==> config.mk <==
export PLATFORM = sky130hd
export DESIGN_NAME = xgcd_inv
export DESIGN_NICKNAME = d
export VERILOG_FILES = /design/src/rtl/xgcd_pkg.sv /design/src/rtl/xgcd_ctrl.sv /design/src/rtl/xgcd_step.sv /design/src/rtl/xgcd_fix.sv /design/src/rtl/xgcd_inv.sv
export SDC_FILE = /design/constraint.sdc
export NUM_CORES = 2
export LEC_CHECK = 0
export CORE_AREA = 2 2 401 304
export CTS_BUF_LIST = sky130_fd_sc_hd__clkbuf_4 sky130_fd_sc_hd__clkbuf_8 sky130_fd_sc_hd__clkbuf_16
export DETAILED_ROUTE_END_ITERATION = 8
export DIE_AREA = 0 0 403 306
export DONT_BUFFER_PORTS = 1
export REMOVE_ABC_BUFFERS = 1
export SLEW_MARGIN = 10
export SYNTH_ARGS = -nofsm -noshare
export SYNTH_HDL_FRONTEND = slang
export SYNTH_SLANG_ARGS = --single-unit
==> constraint.sdc <==
create_clock -name clk_i -period 116.2 [get_ports clk_i]
set_input_delay 5.81 -clock clk_i [delete_from_list [all_inputs] [get_ports clk_i]]
set_output_delay 5.81 -clock clk_i [all_outputs]
set_load 0.02 [all_outputs]
==> src/rtl/xgcd_pkg.sv <==
package xgcd_pkg;
  typedef enum logic [2:0] {
    ST_IDLE = 3'b001,
    ST_RUN  = 3'b010,
    ST_DONE = 3'b100
  } state_e;
endpackage

==> src/rtl/xgcd_ctrl.sv <==
module xgcd_ctrl
  import xgcd_pkg::*;
(
  input  logic   clk_i,
  input  logic   rst_ni,
  input  logic   start_i,
  input  logic   mod_zero_i,
  input  logic   last_i,
  output state_e state_o,
  output logic   load_o,
  output logic   step_o
);
  state_e state_q, state_d;

  always_comb begin
    state_d = state_q;
    unique case (state_q)
      ST_IDLE, ST_DONE: if (start_i) state_d = mod_zero_i ? ST_DONE : ST_RUN;
      ST_RUN:           if (last_i)  state_d = ST_DONE;
      default:          state_d = ST_IDLE;
    endcase
  end

  always_ff @(posedge clk_i or negedge rst_ni) begin
    if (!rst_ni) state_q <= ST_IDLE;
    else         state_q <= state_d;
  end

  assign state_o = state_q;
  assign load_o  = start_i && (state_q != ST_RUN);
  assign step_o  = (state_q == ST_RUN);

  assert_state_onehot_R2: assert property (@(posedge clk_i) disable iff (!rst_ni)
    $countones(state_q) == 1);
endmodule

==> src/rtl/xgcd_step.sv <==
module xgcd_step #(
  parameter int W  = 32,
  parameter int CW = W + 2
) (
  input  logic                 [W-1:0]  a_i,
  input  logic                 [W-1:0]  b_i,
  input  logic signed          [CW-1:0] p_i,
  input  logic signed          [CW-1:0] r_i,
  output logic                 [W-1:0]  a_o,
  output logic                 [W-1:0]  b_o,
  output logic signed          [CW-1:0] p_o,
  output logic signed          [CW-1:0] r_o,
  output logic                          last_o
);
  localparam int PAD = CW - W;

  logic [W-1:0]         div;
  logic [W-1:0]         quo;
  logic [W-1:0]         rem;
  logic signed [CW-1:0] prod;

  // divisor is never zero in use; guard keeps the operator defined
  assign div  = (b_i == '0) ? W'(1) : b_i;
  assign quo  = a_i / div;
  assign rem  = a_i % div;
  // true |q*r| fits CW bits, so low CW bits are exact
  assign prod = $signed({{PAD{1'b0}}, quo}) * r_i;

  assign a_o    = b_i;
  assign b_o    = rem;
  assign p_o    = r_i;
  assign r_o    = p_i - prod;
  assign last_o = (rem == '0);
endmodule

==> src/rtl/xgcd_fix.sv <==
module xgcd_fix #(
  parameter int W = 32
) (
  input  logic [W-1:0] a_i,
  input  logic [W:0]   p_i,   // sign bit plus low W bits of the coefficient
  input  logic [W-1:0] m_i,
  output logic [W-1:0] gcd_o,
  output logic [W-1:0] inv_o,
  output logic         fail_o
);
  logic [W-1:0] adj;

  // negative coefficient: add modulus, result lands in [0, m)
  assign adj    = p_i[W] ? (p_i[W-1:0] + m_i) : p_i[W-1:0];
  assign fail_o = (a_i != W'(1)) || (m_i == '0);
  assign gcd_o  = a_i;
  assign inv_o  = fail_o ? '0 : adj;
endmodule

==> src/rtl/xgcd_inv.sv <==
module xgcd_inv
  import xgcd_pkg::*;
#(
  parameter int W = 32
) (
  input  logic         clk_i,
  input  logic         rst_ni,
  input  logic         start_i,
  input  logic [W-1:0] number_i,
  input  logic [W-1:0] modulus_i,
  output logic [W-1:0] gcd_o,
  output logic [W-1:0] inverse_o,
  output logic         inv_fail_o,
  output logic         done_o
);
  localparam int CW = W + 2;

  state_e state;
  logic   load, step, last;

  logic [W-1:0]         a_q, b_q, m_q;
  logic signed [CW-1:0] p_q, r_q;
  logic [W-1:0]         a_nx, b_nx;
  logic signed [CW-1:0] p_nx, r_nx;
  logic [W-1:0]         fx_gcd, fx_inv;
  logic                 fx_fail;

  xgcd_ctrl u_ctrl (
    .clk_i      (clk_i),
    .rst_ni     (rst_ni),
    .start_i    (start_i),
    .mod_zero_i (modulus_i == '0),
    .last_i     (last),
    .state_o    (state),
    .load_o     (load),
    .step_o     (step)
  );

  xgcd_step #(.W(W), .CW(CW)) u_step (
    .a_i    (a_q),
    .b_i    (b_q),
    .p_i    (p_q),
    .r_i    (r_q),
    .a_o    (a_nx),
    .b_o    (b_nx),
    .p_o    (p_nx),
    .r_o    (r_nx),
    .last_o (last)
  );

  always_ff @(posedge clk_i or negedge rst_ni) begin
    if (!rst_ni) begin
      a_q <= '0;
      b_q <= '0;
      m_q <= '0;
      p_q <= '0;
      r_q <= '0;
    end else if (load) begin
      a_q <= number_i;
      b_q <= modulus_i;
      m_q <= modulus_i;
      p_q <= CW'(1);
      r_q <= '0;
    end else if (step) begin
      a_q <= a_nx;
      b_q <= b_nx;
      p_q <= p_nx;
      r_q <= r_nx;
    end
  end

  xgcd_fix #(.W(W)) u_fix (
    .a_i    (a_q),
    .p_i    ({p_q[CW-1], p_q[W-1:0]}),
    .m_i    (m_q),
    .gcd_o  (fx_gcd),
    .inv_o  (fx_inv),
    .fail_o (fx_fail)
  );

  assign done_o     = (state == ST_DONE);
  assign gcd_o      = done_o ? fx_gcd : '0;
  assign inverse_o  = done_o ? fx_inv : '0;
  assign inv_fail_o = done_o && fx_fail;

  assert_no_div_zero_R6: assert property (@(posedge clk_i) disable iff (!rst_ni)
    step |-> (b_q != '0));
  assert_fail_clears_inv_R5: assert property (@(posedge clk_i) disable iff (!rst_ni)
    inv_fail_o |-> (inverse_o == '0));
  assert_inv_in_range_R4: assert property (@(posedge clk_i) disable iff (!rst_ni)
    (done_o && !inv_fail_o) |-> (inverse_o < m_q));
  assert_start_ignored_R7: assert property (@(posedge clk_i) disable iff (!rst_ni)
    (step && start_i) |=> $stable(m_q));
  assert_result_hold_R8: assert property (@(posedge clk_i) disable iff (!rst_ni)
    (done_o && !start_i) |=> (done_o && $stable(gcd_o) && $stable(inverse_o) && $stable(inv_fail_o)));
  assert_quiet_busy_R9: assert property (@(posedge clk_i) disable iff (!rst_ni)
    !done_o |-> (gcd_o == '0 && inverse_o == '0 && !inv_fail_o));
endmodule

After elaboration in Yosys (flattened, before gate mapping)

Index checks and enable logic that the tools add are counted.

Register bits after elaboration: 167
Bits of input ports: 67
Output and inout port bits: 66
Logic and storage cells: 45

Add/subtract/negate cells: 2
$mul: 1
Divide/modulo/power cells: 2
Equality and inequality tests: 7
Muxes and demuxes: 17
Reduce and logical (&&, ||, !) cells: 10

Operators with widths:

| operator                                                          | number |
|---|---|
| 32-bit two-way mux                                                | 9 |
| 34-bit two-way mux                                                | 4 |
| 32-bit logical NOT                                                | 4 |
| 33-bit by 34-bit multiplier with 34-bit output                    | 1 |
| 34-bit subtractor                                                 | 1 |
| 32-bit adder                                                      | 1 |
| 32-bit by 32-bit divider with 32-bit output                       | 1 |
| 32-bit by 32-bit remainder unit with 32-bit output                | 1 |
| 32-bit by 1-bit != test with 1-bit output (second input constant) | 1 |
| 3-bit two-way mux                                                 | 3 |
| 3-bit case mux with 2 select lines                                | 1 |
| 3-bit by 1-bit == test with 1-bit output (second input constant)  | 1 |
| 3-bit by 2-bit == test with 1-bit output (second input constant)  | 1 |
| 3-bit == test (second input constant)                             | 1 |
| 3-bit by 2-bit != test with 1-bit output (second input constant)  | 1 |
| 1-bit logical AND                                                 | 2 |
| 2-bit by 1-bit != test with 1-bit output (second input constant)  | 1 |
| 2-bit != test (second input constant)                             | 1 |
| 2-bit AND reduction                                               | 1 |
| 2-bit nonzero test                                                | 1 |
| 2-bit OR reduction                                                | 1 |
| 1-bit logical OR                                                  | 1 |

Logic depth before layout (Yosys ltp)

Depth after elaboration: 7
Gate-level depth with buffers: 392
Gate-level depth less buffers: 345

Cells and area by module

A second synthesis with hierarchy kept.

Cell total of the unflattened synthesis: 7936
Area total of the unflattened synthesis: 60812.1 sq um

By module, submodules not included:

| module    | instances | cells an instance | area each (sq um) | seq. area each (sq um) |
|---|---|---|---|---|
| xgcd_step | 1         | 6894              | 50922.6           | 0.0 |
| xgcd_inv  | 1         | 680               | 7318.3            | 4103.9 |
| xgcd_fix  | 1         | 341               | 2377.3            | 0.0 |
| xgcd_ctrl | 1         | 21                | 193.9             | 76.3 |

Least setup slack after synthesis

OpenSTA, ideal clock, no wires.

Kind: reg-to-reg
Start: reg b_q[10]
End: reg r_q[33]
Setup time: 140 ps
Arrival: 80735 ps
Required time: 116060 ps
Path slack: 35325 ps
Stages on the path, launching flop included: 353
Buffers on the path: 69
Period minus slack after synthesis: 80875 ps
Cell sequence: dfrtp_1 > clkbuf_1 > or3_1 > nor2_2 > and3_1 > a21oi_1 > clkbuf_1 > ha_1 > o21a_1 > o2111ai_1 > or4_1 > nand2_1 > ha_1 > or4_1 > nor3_2 > nor2_1 > a21oi_1 > nor2_1 > (+317 left out) > fa_1 > inv_1 > fa_1 > inv_1 > ha_1 > a21o_1 > a21oi_1 > nand2_1 > o311a_1 > o31ai_1 > o21ai_0 > o41a_1 > a41oi_1 > a21oi_1 > xor2_1 > a32o_1 > o21ai_0 > o211ai_1

Word-level cells in the longest chain between the ends: 7

RTL lines:

| element                                            | line            | text |
|---|---|---|
| start: declaration                                 | xgcd_inv.sv:21  | `logic [W-1:0] a_q, b_q, m_q;` |
| start signal: assignment                           | xgcd_inv.sv:60  | `b_q <= modulus_i;` |
| start signal: assignment                           | xgcd_inv.sv:66  | `b_q <= b_nx;` |
| 32-bit logical NOT                                 | xgcd_step.sv:23 | `assign div = (b_i == '0) ? W'(1) : b_i;` |
| 32-bit two-way mux (*)                             | xgcd_step.sv:23 |  |
| 32-bit by 32-bit divider with 32-bit output (*)    | xgcd_step.sv:24 | `assign quo = a_i / div;` |
| 33-bit by 34-bit multiplier with 34-bit output (*) | xgcd_step.sv:27 | `assign prod = $signed({{PAD{1'b0}}, quo}) * r_i;` |
| 34-bit subtractor (*)                              | xgcd_step.sv:32 | `assign r_o = p_i - prod;` |
| 34-bit two-way mux (*)                             | xgcd_inv.sv:64  | `end else if (step) begin` |
| 34-bit two-way mux (*)                             | xgcd_inv.sv:58  | `end else if (load) begin` |
| end signal: assignment                             | xgcd_inv.sv:68  | `r_q <= r_nx;` |
| end: declaration                                   | xgcd_inv.sv:22  | `logic signed [CW-1:0] p_q, r_q;` |

Mark *: on every way between the ends. The rest lies on a longest branch, timed or not. The select of a mux whose other input is x is not followed.
A chain may end at the register's enable or synchronous reset.

Worst setup path in the final report

Start: reg b_q[29]
End: reg r_q[33]

The elaborated chain is that of the path after synthesis.

==> summary.txt <==
Outcome
  • Status: complete, no violations

Routing
  • DR vias: 58971
  • Vias per cell: 6.49
  • 1st-iter DRT viols: 7485
  • First-pass DRT Iterations: 6
  • ANT nets after route: 0
  • # DRC: 0
  • Final WL: 255 mm
  • Routed wire per std cell: 28.1 um

Final layout
  • Most common cell after layout, fill and taps aside: nand2_1
  • Most frequent cells in the layout: nand2_1 (805), ha_1 (715), inv_1 (687)
  • Share of layout cells above drive strength 1: 5.31%
  • Layout area overhead: 4.09%
  • Nets@finish: 8775
  • Final Util: 51.8%
  • Finished Layout Cells: 9083

Logic synthesis
  • Yosys reg bits: 167
  • Adder-cell share of the synthesized area: 32.1%
  • Syn Inst Count: 7680
  • Biggest area consumer among synthesized cells: fa_1
  • Synth top area share: 17.0%
  • Yosys warns: 0
  • Largest family of logic cells by synthesized area: adder cells
  • Ys flop type: dfrtp_1
  • Simple-Gate Fraction of Synth Area: 23.5%
  • Post-Synth XOR/XNOR Area: 6.98%
  • Multiplexer area fraction after synthesis: 3.69%
  • Post-synth ARST share: 100%
  • Synth Area per Inst: 7.72 um2
  • Seq/Total Area, Yosys: 7.05%
  • Post-Syn Area: 0.0593 mm2
  • Post-synth cell types: 102
  • EDFF count, synth: 0
  • Compound-cell area share of the yosys netlist: 20.2%
  • Ranking of synthesized cells by area: fa_1 (17%), ha_1 (15%), dfrtp_1 (7.0%)

Clock tree
  • Hold_buf cts: 0
  • CTS clk-pin slew, worst paths: 0.09 ns
  • Setup Fix Bufs, Post-CTS: 0
  • CTS tree: built
  • Worst-Skew Late Latency: 0.54 ns
  • Clock buffer depth: 2
  • H-tree levels: 4
  • CTS Buf Count: 17
  • Cells resized by post-CTS repair: 0
  • Root Buffer: clkbuf_16
  • TritonCTS Sinks: 167

Floorplanning
  • Rows: 110
  • Die H: 306 um
  • Io pins: 133
  • Die Area: 0.123 mm2
  • Die Wd: 403 um
  • Starting Density: 49.7%
  • Core area: 0.119 mm2

Worst setup path
  • Worst Path Arrival: 97.21 ns
  • CP max stage cell: and2_1
  • Endpoint class of the critical path: flip-flop
  • Worst Path Required: 116.58 ns
  • Crit path largest cell delay: 0.91 ns
  • R2R Setup Slk: 19.37 ns
  • Worst reg2reg endpoint: r_q[33]
  • FF-to-FF path depth: 320
  • Critical path class: flip-flop to flip-flop
  • Reg-to-reg startpoint: b_q[29]
  • CP most frequent cell: ha_1
  • CP Max Fanout: 67
  • Crit start category: flip-flop

STA
  • RSZ-0062 raised after global routing: no
  • Relative slew slack: 11.6%
  • Final setup vio count: 0
  • Measured slew at the worst slew-check pin: 1.31 ns
  • Setup TNS: 0 ns
  • Fin. Hold Viols: 0
  • Worst hold slack: 0.512 ns
  • Fmax: 10.3 MHz
  • Worst Skew: 0.0334 ns
  • Tmin final: 96.83 ns
  • Tcrit/Tclk final: 83.3%
  • Max Slew Vio Count: 0

Global route
  • Initial antenna violation count: 19
  • First-pass GRT wire length: 375 mm
  • GRT Overall Usage: 40.9%
  • Largest net degree at the start of global routing: 168
  • Total congestion overflow: 0
  • Vias in the first global route: 55626

Placement
  • Port buffer count: 0
  • Placed cells: 9039
  • GPL Wtd Cong: 1.06
  • Dpl hpwl: 204 mm

Hold path
  • Hold depth: 2
  • Hold Path Origin: r_q[16]
  • WHS Endpoint: p_q[16]
  • Hold WC Path Type: flip-flop to flip-flop

Job
  • Max-cap violations: 0
==> critical path: cells and delay by family, from the launching register on <==
kind | cells | cell delay (ns)
xor gates and xnor gates | 1 | 0.24
AOI/OAI and AO/OA | 147 | 45.60
DFF | 1 | 0.51
buffers and inverters | 31 | 9.14
adders and majority gates | 40 | 13.87
muxes | 6 | 2.20
and+or+nand+nor | 95 | 24.58
==> worst max path at each step <==
stage / start / end / cells past startpoint
after floorplan: b_q[22] / r_q[33] / 299
after global placement: b_q[6] / r_q[33] / 315
after detailed placement: b_q[6] / r_q[33] / 322
after CTS: b_q[29] / r_q[33] / 324
after global routing: b_q[29] / r_q[33] / 326
final: b_q[29] / r_q[33] / 320
==> routing by layer <==
| metal | up-vias | track usage, % | part of all wire (%) |
|---|---|---|---|
| met2 | 3283 | 54.8 | 38 |
| met5 | - | 0 | 0.040 |
| li1 | 26408 | - | - |
| met4 | 16 | 11.6 | 3.2 |
| met1 | 28868 | 62.0 | 46 |
| met3 | 396 | 12.2 | 13 |
==> cell usage after synthesis, types with 73 or more instances <==
master and n:
xnor2_1 293, mux2i_1 120, nand3b_1 76, and3_1 107, ha_1 715, a21oi_1 453, o21a_1 123, and2_1 435
a211oi_1 74, o21ai_0 348, nor2_1 569, nand2_1 807, inv_1 690, clkbuf_1 291, a21o_1 188, nand3_1 132
nand2b_1 73, xor2_1 177, a31oi_1 82, fa_1 503, dfrtp_1 166, nor3_1 181, mux2_2 84
==> metrics by stage <==
stage                     setup WS, ns  instance area [um2]
after floorplan                  27.32                58000
after global placement           23.49                61000
after detailed placement         22.14                61000
after CTS                        21.76                61700
after global routing             13.79                61700
final                            19.37                61700
==> registers in the layout (all words and copies together) (netlist names) <==
signal / count
a_q: 32
b_q: 32
m_q: 32
p_q: 34
r_q: 34
u_ctrl.state_o: 3
==> logic make-up (layout without fill, tap and decap cells) <==
logic type,count (synthesis),after routing
and+or+nand+nor,2781,2781
buffers and inverters,1028,850
muxes,207,207
adders and majority gates,1218,1218
AOI/OAI and AO/OA,1808,1808
xor gates and xnor gates,471,471
DFF,167,167
other,0,13
==> area by class of cell <==
| type | count | area (um2) |
|---|---|---|
| Inverter | 691 | 2590 |
| Timing Repair Buffer | 128 | 961 |
| Clock buffer | 17 | 425 |
| Fill cell | 11754 | 57500 |
| Sequential cell | 167 | 4180 |
| Multi-Input combinational cell | 6485 | 51300 |
| Clock inverter | 14 | 209 |
| Tap cell | 1568 | 1960 |
| Antenna cell | 13 | 32.5 |
Power is not shown: default switching activity piles up to over one toggle a cycle in this logic, so the estimate is an artifact.
